`config.mk`:
```
export PLATFORM = sky130hd
export DESIGN_NAME = sync_mem_bus_ctrl
export DESIGN_NICKNAME = d
export VERILOG_FILES = /design/src/rtl/smb_pkg.sv /design/src/rtl/smb_phase.sv /design/src/rtl/smb_seq.sv /design/src/rtl/smb_lane.sv /design/src/rtl/sync_mem_bus_ctrl.sv
export SDC_FILE = /design/constraint.sdc
export NUM_CORES = 1
export LEC_CHECK = 0
export BUFFER_PORTS_ARGS = -buffer_cell sky130_fd_sc_hd__buf_2
export CELL_PAD_IN_SITES_DETAIL_PLACEMENT = 1
export CELL_PAD_IN_SITES_GLOBAL_PLACEMENT = 1
export CORE_UTILIZATION = 35
export CTS_CLUSTER_SIZE = 24
export DETAILED_ROUTE_END_ITERATION = 8
export PLACE_DENSITY = 0.88
export SYNTH_ARGS = -nofsm -noshare
export SYNTH_HDL_FRONTEND = slang
export SYNTH_SLANG_ARGS = --single-unit
```
`constraint.sdc`:
```
create_clock -name clk_i -period 2.2 [get_ports clk_i]
set_input_delay 0.11 -clock clk_i [delete_from_list [all_inputs] [get_ports clk_i]]
set_output_delay 0.11 -clock clk_i [all_outputs]
set_load 0.02 [all_outputs]
```
`src/rtl/smb_pkg.sv`:
```
package smb_pkg;
  typedef enum logic [1:0] {
    SZ_BYTE = 2'd0,
    SZ_HALF = 2'd1,
    SZ_WORD = 2'd2
  } size_e;

  typedef enum logic [1:0] {
    ST_IDLE = 2'd0,
    ST_ARM  = 2'd1,
    ST_RUN  = 2'd2
  } state_e;

  localparam int unsigned PH_W = 2;
endpackage

```
`src/rtl/smb_phase.sv`:
```
module smb_phase
  import smb_pkg::*;
(
  input  logic            clk_i,
  input  logic            rst_ni,
  input  logic [1:0]      ratio_i,
  input  logic [PH_W-1:0] bcs_i,
  output logic            hit_o
);
  logic [PH_W-1:0] ph_q, ph_nxt, lim;

  always_comb begin
    unique case (ratio_i)
      2'd0:    lim = 2'd0;
      2'd1:    lim = 2'd1;
      default: lim = 2'd3;
    endcase
  end

  assign ph_nxt = (ph_q >= lim) ? '0 : ph_q + 1'b1;
  // next cycle lands on the programmed phase
  assign hit_o  = (ph_nxt == (bcs_i & lim));

  always_ff @(posedge clk_i or negedge rst_ni) begin
    if (!rst_ni) ph_q <= '0;
    else         ph_q <= ph_nxt;
  end
endmodule

```
`src/rtl/smb_seq.sv`:
```
module smb_seq
  import smb_pkg::*;
#(
  parameter int unsigned AW    = 16,
  parameter int unsigned BCE_W = 4,
  parameter int unsigned BLK_W = 2
) (
  input  logic             clk_i,
  input  logic             rst_ni,
  input  logic             req_valid_i,
  input  logic             req_we_i,
  input  size_e            req_size_i,
  input  logic [AW-1:0]    req_addr_i,
  input  logic [31:0]      req_wdata_i,
  input  logic [BLK_W-1:0] req_blk_i,
  input  logic             start_i,
  input  logic [BCE_W-1:0] bce_i,
  input  logic [15:0]      din_i,
  output logic             act_o,
  output logic             half_o,
  output logic             we_o,
  output size_e            size_o,
  output logic [AW-1:0]    addr_o,
  output logic [31:0]      wdata_o,
  output logic [BLK_W-1:0] blk_o,
  output logic [15:0]      lo_o,
  output logic [15:0]      hi_o,
  output logic             done_o
);
  state_e           st_q;
  logic [BCE_W-1:0] cnt_q;
  logic             last_cyc;

  assign last_cyc = (st_q == ST_RUN) && (cnt_q == '0);

  always_ff @(posedge clk_i or negedge rst_ni) begin
    if (!rst_ni) begin
      st_q    <= ST_IDLE;
      cnt_q   <= '0;
      act_o   <= 1'b0;
      half_o  <= 1'b0;
      we_o    <= 1'b0;
      size_o  <= SZ_BYTE;
      addr_o  <= '0;
      wdata_o <= '0;
      blk_o   <= '0;
      lo_o    <= '0;
      hi_o    <= '0;
      done_o  <= 1'b0;
    end else begin
      done_o <= 1'b0;
      unique case (st_q)
        ST_IDLE: begin
          if (req_valid_i) begin
            we_o    <= req_we_i;
            size_o  <= req_size_i;
            addr_o  <= req_addr_i;
            wdata_o <= req_wdata_i;
            blk_o   <= req_blk_i;
            half_o  <= 1'b0;
            st_q    <= ST_ARM;
          end
        end
        ST_ARM: begin
          if (start_i) begin
            act_o <= 1'b1;
            cnt_q <= bce_i;
            st_q  <= ST_RUN;
          end
        end
        ST_RUN: begin
          if (last_cyc) begin
            act_o <= 1'b0;
            if (half_o) hi_o <= din_i;
            else        lo_o <= din_i;
            if (size_o == SZ_WORD && !half_o) begin
              half_o <= 1'b1;
              st_q   <= ST_ARM;
            end else begin
              done_o <= 1'b1;
              st_q   <= ST_IDLE;
            end
          end else begin
            cnt_q <= cnt_q - 1'b1;
          end
        end
        default: st_q <= ST_IDLE;
      endcase
    end
  end
endmodule

```
`src/rtl/smb_lane.sv`:
```
module smb_lane
  import smb_pkg::*;
(
  input  logic        act_i,
  input  logic        we_i,
  input  size_e       size_i,
  input  logic        addr0_i,
  input  logic        half_i,
  input  logic [31:0] wdata_i,
  input  logic [15:0] lo_i,
  input  logic [15:0] hi_i,
  output logic        re_n_o,
  output logic [1:0]  we_n_o,
  output logic        doe_o,
  output logic [15:0] dout_o,
  output logic [31:0] rdata_o
);
  logic [15:0] wr_half;

  assign wr_half = (size_i == SZ_WORD && half_i) ? wdata_i[31:16] : wdata_i[15:0];

  always_comb begin
    re_n_o = 1'b1;
    we_n_o = 2'b11;
    doe_o  = 1'b0;
    dout_o = '0;
    if (act_i) begin
      if (!we_i) begin
        re_n_o = 1'b0;
      end else begin
        doe_o = 1'b1;
        if (size_i == SZ_BYTE) begin
          we_n_o = addr0_i ? 2'b01 : 2'b10;
          dout_o = {wdata_i[7:0], wdata_i[7:0]};
        end else begin
          we_n_o = 2'b00;
          dout_o = wr_half;
        end
      end
    end
  end

  always_comb begin
    unique case (size_i)
      SZ_BYTE: rdata_o = {24'b0, addr0_i ? lo_i[15:8] : lo_i[7:0]};
      SZ_HALF: rdata_o = {16'b0, lo_i};
      default: rdata_o = {hi_i, lo_i};
    endcase
  end
endmodule

```
`src/rtl/sync_mem_bus_ctrl.sv`:
```
module sync_mem_bus_ctrl
  import smb_pkg::*;
#(
  parameter int unsigned NUM_CS = 4,
  parameter int unsigned AW     = 16,
  parameter int unsigned BCE_W  = 4,
  localparam int unsigned BLK_W = (NUM_CS > 1) ? $clog2(NUM_CS) : 1,
  localparam int unsigned CFG_W = PH_W + BCE_W
) (
  input  logic                    clk_i,
  input  logic                    rst_ni,
  input  logic [1:0]              ratio_i,
  input  logic [NUM_CS*CFG_W-1:0] cfg_i,
  input  logic                    req_valid_i,
  input  logic                    req_we_i,
  input  logic [1:0]              req_size_i,
  input  logic [AW-1:0]           req_addr_i,
  input  logic [31:0]             req_wdata_i,
  input  logic [BLK_W-1:0]        req_blk_i,
  input  logic [15:0]             din_i,
  output logic [NUM_CS-1:0]       cs_n_o,
  output logic                    re_n_o,
  output logic [1:0]              we_n_o,
  output logic [AW-1:0]           addr_o,
  output logic [15:0]             dout_o,
  output logic                    doe_o,
  output logic [31:0]             rdata_o,
  output logic                    done_o
);
  logic [CFG_W-1:0] cfg_a [NUM_CS];
  logic [CFG_W-1:0] cfg_sel;
  logic             act, half, we, start;
  size_e            size;
  logic [AW-1:0]    addr_q;
  logic [31:0]      wdata_q;
  logic [BLK_W-1:0] blk_q;
  logic [15:0]      lo_q, hi_q;

  for (genvar g = 0; g < NUM_CS; g++) begin : g_blk
    assign cfg_a[g]  = cfg_i[g*CFG_W +: CFG_W];
    assign cs_n_o[g] = !(act && (blk_q == BLK_W'(g)));
  end

  assign cfg_sel = cfg_a[blk_q];

  smb_phase u_phase (
    .clk_i   (clk_i),
    .rst_ni  (rst_ni),
    .ratio_i (ratio_i),
    .bcs_i   (cfg_sel[PH_W-1:0]),
    .hit_o   (start)
  );

  smb_seq #(.AW(AW), .BCE_W(BCE_W), .BLK_W(BLK_W)) u_seq (
    .clk_i       (clk_i),
    .rst_ni      (rst_ni),
    .req_valid_i (req_valid_i),
    .req_we_i    (req_we_i),
    .req_size_i  (size_e'(req_size_i)),
    .req_addr_i  (req_addr_i),
    .req_wdata_i (req_wdata_i),
    .req_blk_i   (req_blk_i),
    .start_i     (start),
    .bce_i       (cfg_sel[CFG_W-1:PH_W]),
    .din_i       (din_i),
    .act_o       (act),
    .half_o      (half),
    .we_o        (we),
    .size_o      (size),
    .addr_o      (addr_q),
    .wdata_o     (wdata_q),
    .blk_o       (blk_q),
    .lo_o        (lo_q),
    .hi_o        (hi_q),
    .done_o      (done_o)
  );

  smb_lane u_lane (
    .act_i   (act),
    .we_i    (we),
    .size_i  (size),
    .addr0_i (addr_q[0]),
    .half_i  (half),
    .wdata_i (wdata_q),
    .lo_i    (lo_q),
    .hi_i    (hi_q),
    .re_n_o  (re_n_o),
    .we_n_o  (we_n_o),
    .doe_o   (doe_o),
    .dout_o  (dout_o),
    .rdata_o (rdata_o)
  );

  assign addr_o = {addr_q[AW-1:2],
                   (size == SZ_WORD) ? half : addr_q[1],
                   (size == SZ_BYTE) ? addr_q[0] : 1'b0};
endmodule

```
==> metrics.md <==
| Metric | Value |
|---|---|
| Status | finished, violations left |
| Failing checks | setup timing |
| Top Ports | 171 |
| Distinct cell type count after synthesis | 45 |
| Worst Hold End | u_seq.wdata_o[9]$_DFFE_PN0P_ |
| Worst R2R Path Depth | 8 |
| Max Buffers Root-to-Sink | 2 |
| Clock latency on the worst-skew pair | 0.34 ns |
| CTS Buf Count | 9 |
| Total leakage power | 3.16 nW |
| CP max FO | 6 |
| Setup_tns | -0.197 ns |
| Worst-Margin Slew | 0.805 ns |
| Diodes inserted | 0 |
| Achievable Freq | 444 MHz |
| Worst flop-to-flop path endpoint | u_seq.cnt_q[2]$_DFFE_PN0P_ |
| Post-synthesis sequential area ratio | about half |
| Number of enable flip-flop cells after synthesis | 0 |
| Global placement routability congestion | between 0.8 and 0.9 |
| Vias | 3976 |
| Non-Filler Instances | 795 |
| Buffers plus inverters on the worst setup path | 1 |
| Fin crit share | 102% |
| Commonest non-fill, non-tap cell in the layout | buf_2 |
| Drc violations | 0 |
| Syn Area/Cell | 11.8 sq um |
| Crit. End Element | flop |
| Setup Skew | 0.00833 ns |
| Worst slew margin | 46.3% |
| First-pass DRT Iterations | 4 |
| Final count of negative-setup-slack endpoints | 6 |
| Vias in the first global route | 4537 |
| R2R Setup Slk | -0.05 ns |
| Critical-path top delay cell | dfrtp_2 |
| Reg clk slew, reported paths | around 0.070 ns |
| # fillers | between 1.5k and 2k |
| TritonCTS clock tree | built |
| Crit path DAT | 2.48 ns |
| Area Overhead vs Synth | 37.4% |
| H-tree levels | 3 |
| Final Max Tran Viols | 0 |
| GRT Util Overall | a little over a fifth |
| Hold Path Stages | 2 |
| Routed len/inst | 17.7 um |
| Post-Syn Area | 4840 sq um |
| Final nets | between 700 and 800 |
| Setup WS post-layout | -0.0518 ns |
| Hold WC Path Type | input port to flop |
| Synth Net Count | between 500 and 600 |
| Placed Cells | 738 |
| Max Cap Viol | 0 |
| Worst Path Required | 2.43 ns |
| Reg2reg start | u_phase.ph_q[0]$_DFF_PN0_ |
| Post-route ant nets | 0 |
| Commonest non-fill, non-tap cells in the layout | buf_2 (169), dfrtp_1 (95), mux2_2 (94) |
| Root buffer cell | clkbuf_16 |
| DIE AREA | 14300 sq um |
| Worst hold start | req_wdata_i[9] |
| Layout cells sized above 1 | 53.2% |
| Final WL | between 10000 and 15000 um |
| 1st-iter DRT viols | 140 |
| Power Density | 1400 nW/um^2 |
| Vias per inst | 5.00 |
| Aggregate global routing overflow | 0 |
| Unrepaired setup endpoints after global routing | yes |
| Post-route minimum period | around 2.3 ns |
| Die W | about 120 um |
| FF+latch area | about 2400 sq um |
| Startpoint Class | flop |
| Worst path top cell family by delay | compound AO/OA/AOI/OAI gates |
| Antenna violations before repair | 1 |
| Global-route wire length before repair | 23200 um |
| Worst VDD drop | 0.000714 V |
| Post-DP HPWL | 9600 um |
| CP peak stage delay | about 0.42 ns |
| Post-synthesis async set-or-reset flop share | 100% |
| Crit path kind | flop to flop |
| Primary FF master, synth | dfrtp_1 |
| Core area | roughly 13000 sq um |
| Footprint of the multi-input gates | 2270 sq um |
| Clock sinks | between 90 and 100 |
| Final Hold Fails | 0 |
| # port buffers | 170 |
| Synth Register Bits | 96 |
| Mapped Cells | 409 |
| Worst-path cell chain | inv_2 -> ha_4 -> nand2b_4 -> a211oi_4 -> mux2i_2 -> a311oi_4 -> o21ai_1 -> a311o_1 |
| Rows | 42 |
| Yosys Warn Count | 0 |
| Chip Height | 120 um |
| Largest net degree at the start of global routing | 60 |
| Initial Util | 36.2% |
[metal layers]
| metal | vias up | GRT usage, % | wire length (um) |
|---|---|---|---|
| li1 | 1828 | - | - |
| met2 | 108 | 38.6 | 7700 |
| met5 | - | 0 | 0 |
| met1 | 2022 | 23.8 | 5580 |
| met3 | 18 | 3.71 | 588 |
| met4 | 0 | 7.81 | 228 |
[cell families (layout without fill, tap and decap cells)]
| group | count (synthesis) | after routing | synth area share [%] |
|---|---|---|---|
| AOI/OAI and AO/OA | 44 | 44 | 7.40 |
| muxes | 103 | 103 | 25.1 |
| and+or+nand+nor | 116 | 116 | 11.9 |
| buffers and inverters | 45 | 255 | 4.73 |
| adders and majority gates | 3 | 3 | 0.776 |
| DFF | 96 | 96 | 49.7 |
| xor gates and xnor gates | 2 | 2 | 0.362 |
[area by class of cell]
class	instances	area share, %
clock buffer	14	4.12
tap	176	3.31
inverter	9	0.508
multi-input combinational	268	34.2
sequential	96	36.2
clock inverter	2	0.188
timing repair buffer	230	21.5
[sequential cells by signal (all words and copies together), names as in the netlist, 2 cells and up]
name and flops:
u_seq.wdata_o 32, u_seq.addr_o 16, u_seq.hi_o 16, u_seq.lo_o 16, u_seq.cnt_q 4, u_phase.ph_q 2
u_seq.blk_o 2, u_seq.size_o 2, u_seq.st_q 2
[power by group]
group / internal (mW) / switching [mW] / total (mW)
Sequential: 2.48 / 0.499 / 2.98
Combinational: 2.19 / 2.60 / 4.78
Clock: 0.859 / 0.660 / 1.52
[Yosys cell counts (2+ instances only)]
| cell | instances | area (sq um) |
|---|---|---|
| nor2_1 | 18 | 67.6 |
| nand3_1 | 3 | 15.0 |
| o21ai_1 | 2 | 10.0 |
| clkbuf_1 | 17 | 63.8 |
| nand3b_1 | 2 | 15.0 |
| inv_1 | 9 | 33.8 |
| mux2i_1 | 3 | 30.0 |
| nand2b_1 | 5 | 31.3 |
| buf_4 | 15 | 113 |
| nor2b_1 | 3 | 18.8 |
| mux2_2 | 94 | 1060 |
| dfrtp_1 | 96 | 2400 |
| ha_1 | 3 | 37.5 |
| buf_2 | 3 | 15.0 |
| a311oi_1 | 8 | 70.1 |
| a32oi_1 | 2 | 17.5 |
| mux4_2 | 5 | 113 |
| nand2_1 | 48 | 180 |
| o21ai_0 | 5 | 25.0 |
| a21oi_1 | 13 | 65.1 |
| and2_1 | 27 | 169 |
| o311ai_1 | 3 | 26.3 |
| a22o_1 | 2 | 17.5 |
| or2_2 | 2 | 12.5 |
[worst max path at each step]
stage | cells past startpoint | start | end
floorplan | 8 | u_phase.ph_q[0]$_DFF_PN0_ | u_seq.cnt_q[2]$_DFFE_PN0P_
global placement | 9 | ratio_i[1] | u_seq.cnt_q[2]$_DFFE_PN0P_
detailed placement | 9 | ratio_i[1] | u_seq.cnt_q[2]$_DFFE_PN0P_
CTS | 8 | u_phase.ph_q[0]$_DFF_PN0_ | u_seq.cnt_q[2]$_DFFE_PN0P_
global route | 9 | u_phase.ph_q[0]$_DFF_PN0_ | u_seq.cnt_q[1]$_DFFE_PN0P_
finish | 8 | u_phase.ph_q[0]$_DFF_PN0_ | u_seq.cnt_q[2]$_DFFE_PN0P_
[per-stage QoR]
| step | area, sq um | setup WS (ns) | utilization (%) | power, mW | hold slack [ns] |
|---|---|---|---|---|---|
| detailed placement | 5910 | -0.218 | 44.3 | 7.52 | 0.254 |
| floorplan | 4850 | 0.0143 | - | 6.18 | -0.186 |
| CTS | 6610 | -0.0260 | 49.5 | 9.27 | 0.000425 |
| global placement | 5910 | -0.124 | 44.3 | 7.31 | 0.238 |
| finish | 6650 | -0.0518 | 49.8 | 9.28 | 0.00651 |
| global route | 6650 | -0.145 | 49.8 | 9.86 | 0.00301 |
[repair_timing]
| item | in CTS | in global routing |
|---|---|---|
| pin swaps | 6 | 7 |
| buffers inserted | 5 | 1 |
| endpoints found under the setup margin | 6 | 15 |
| endpoints found under the hold margin | 92 | 0 |
| hold buffers | 35 | 0 |
| resized for setup | 3 | 5 |
Note: power is estimated with default switching activity, not from simulation.
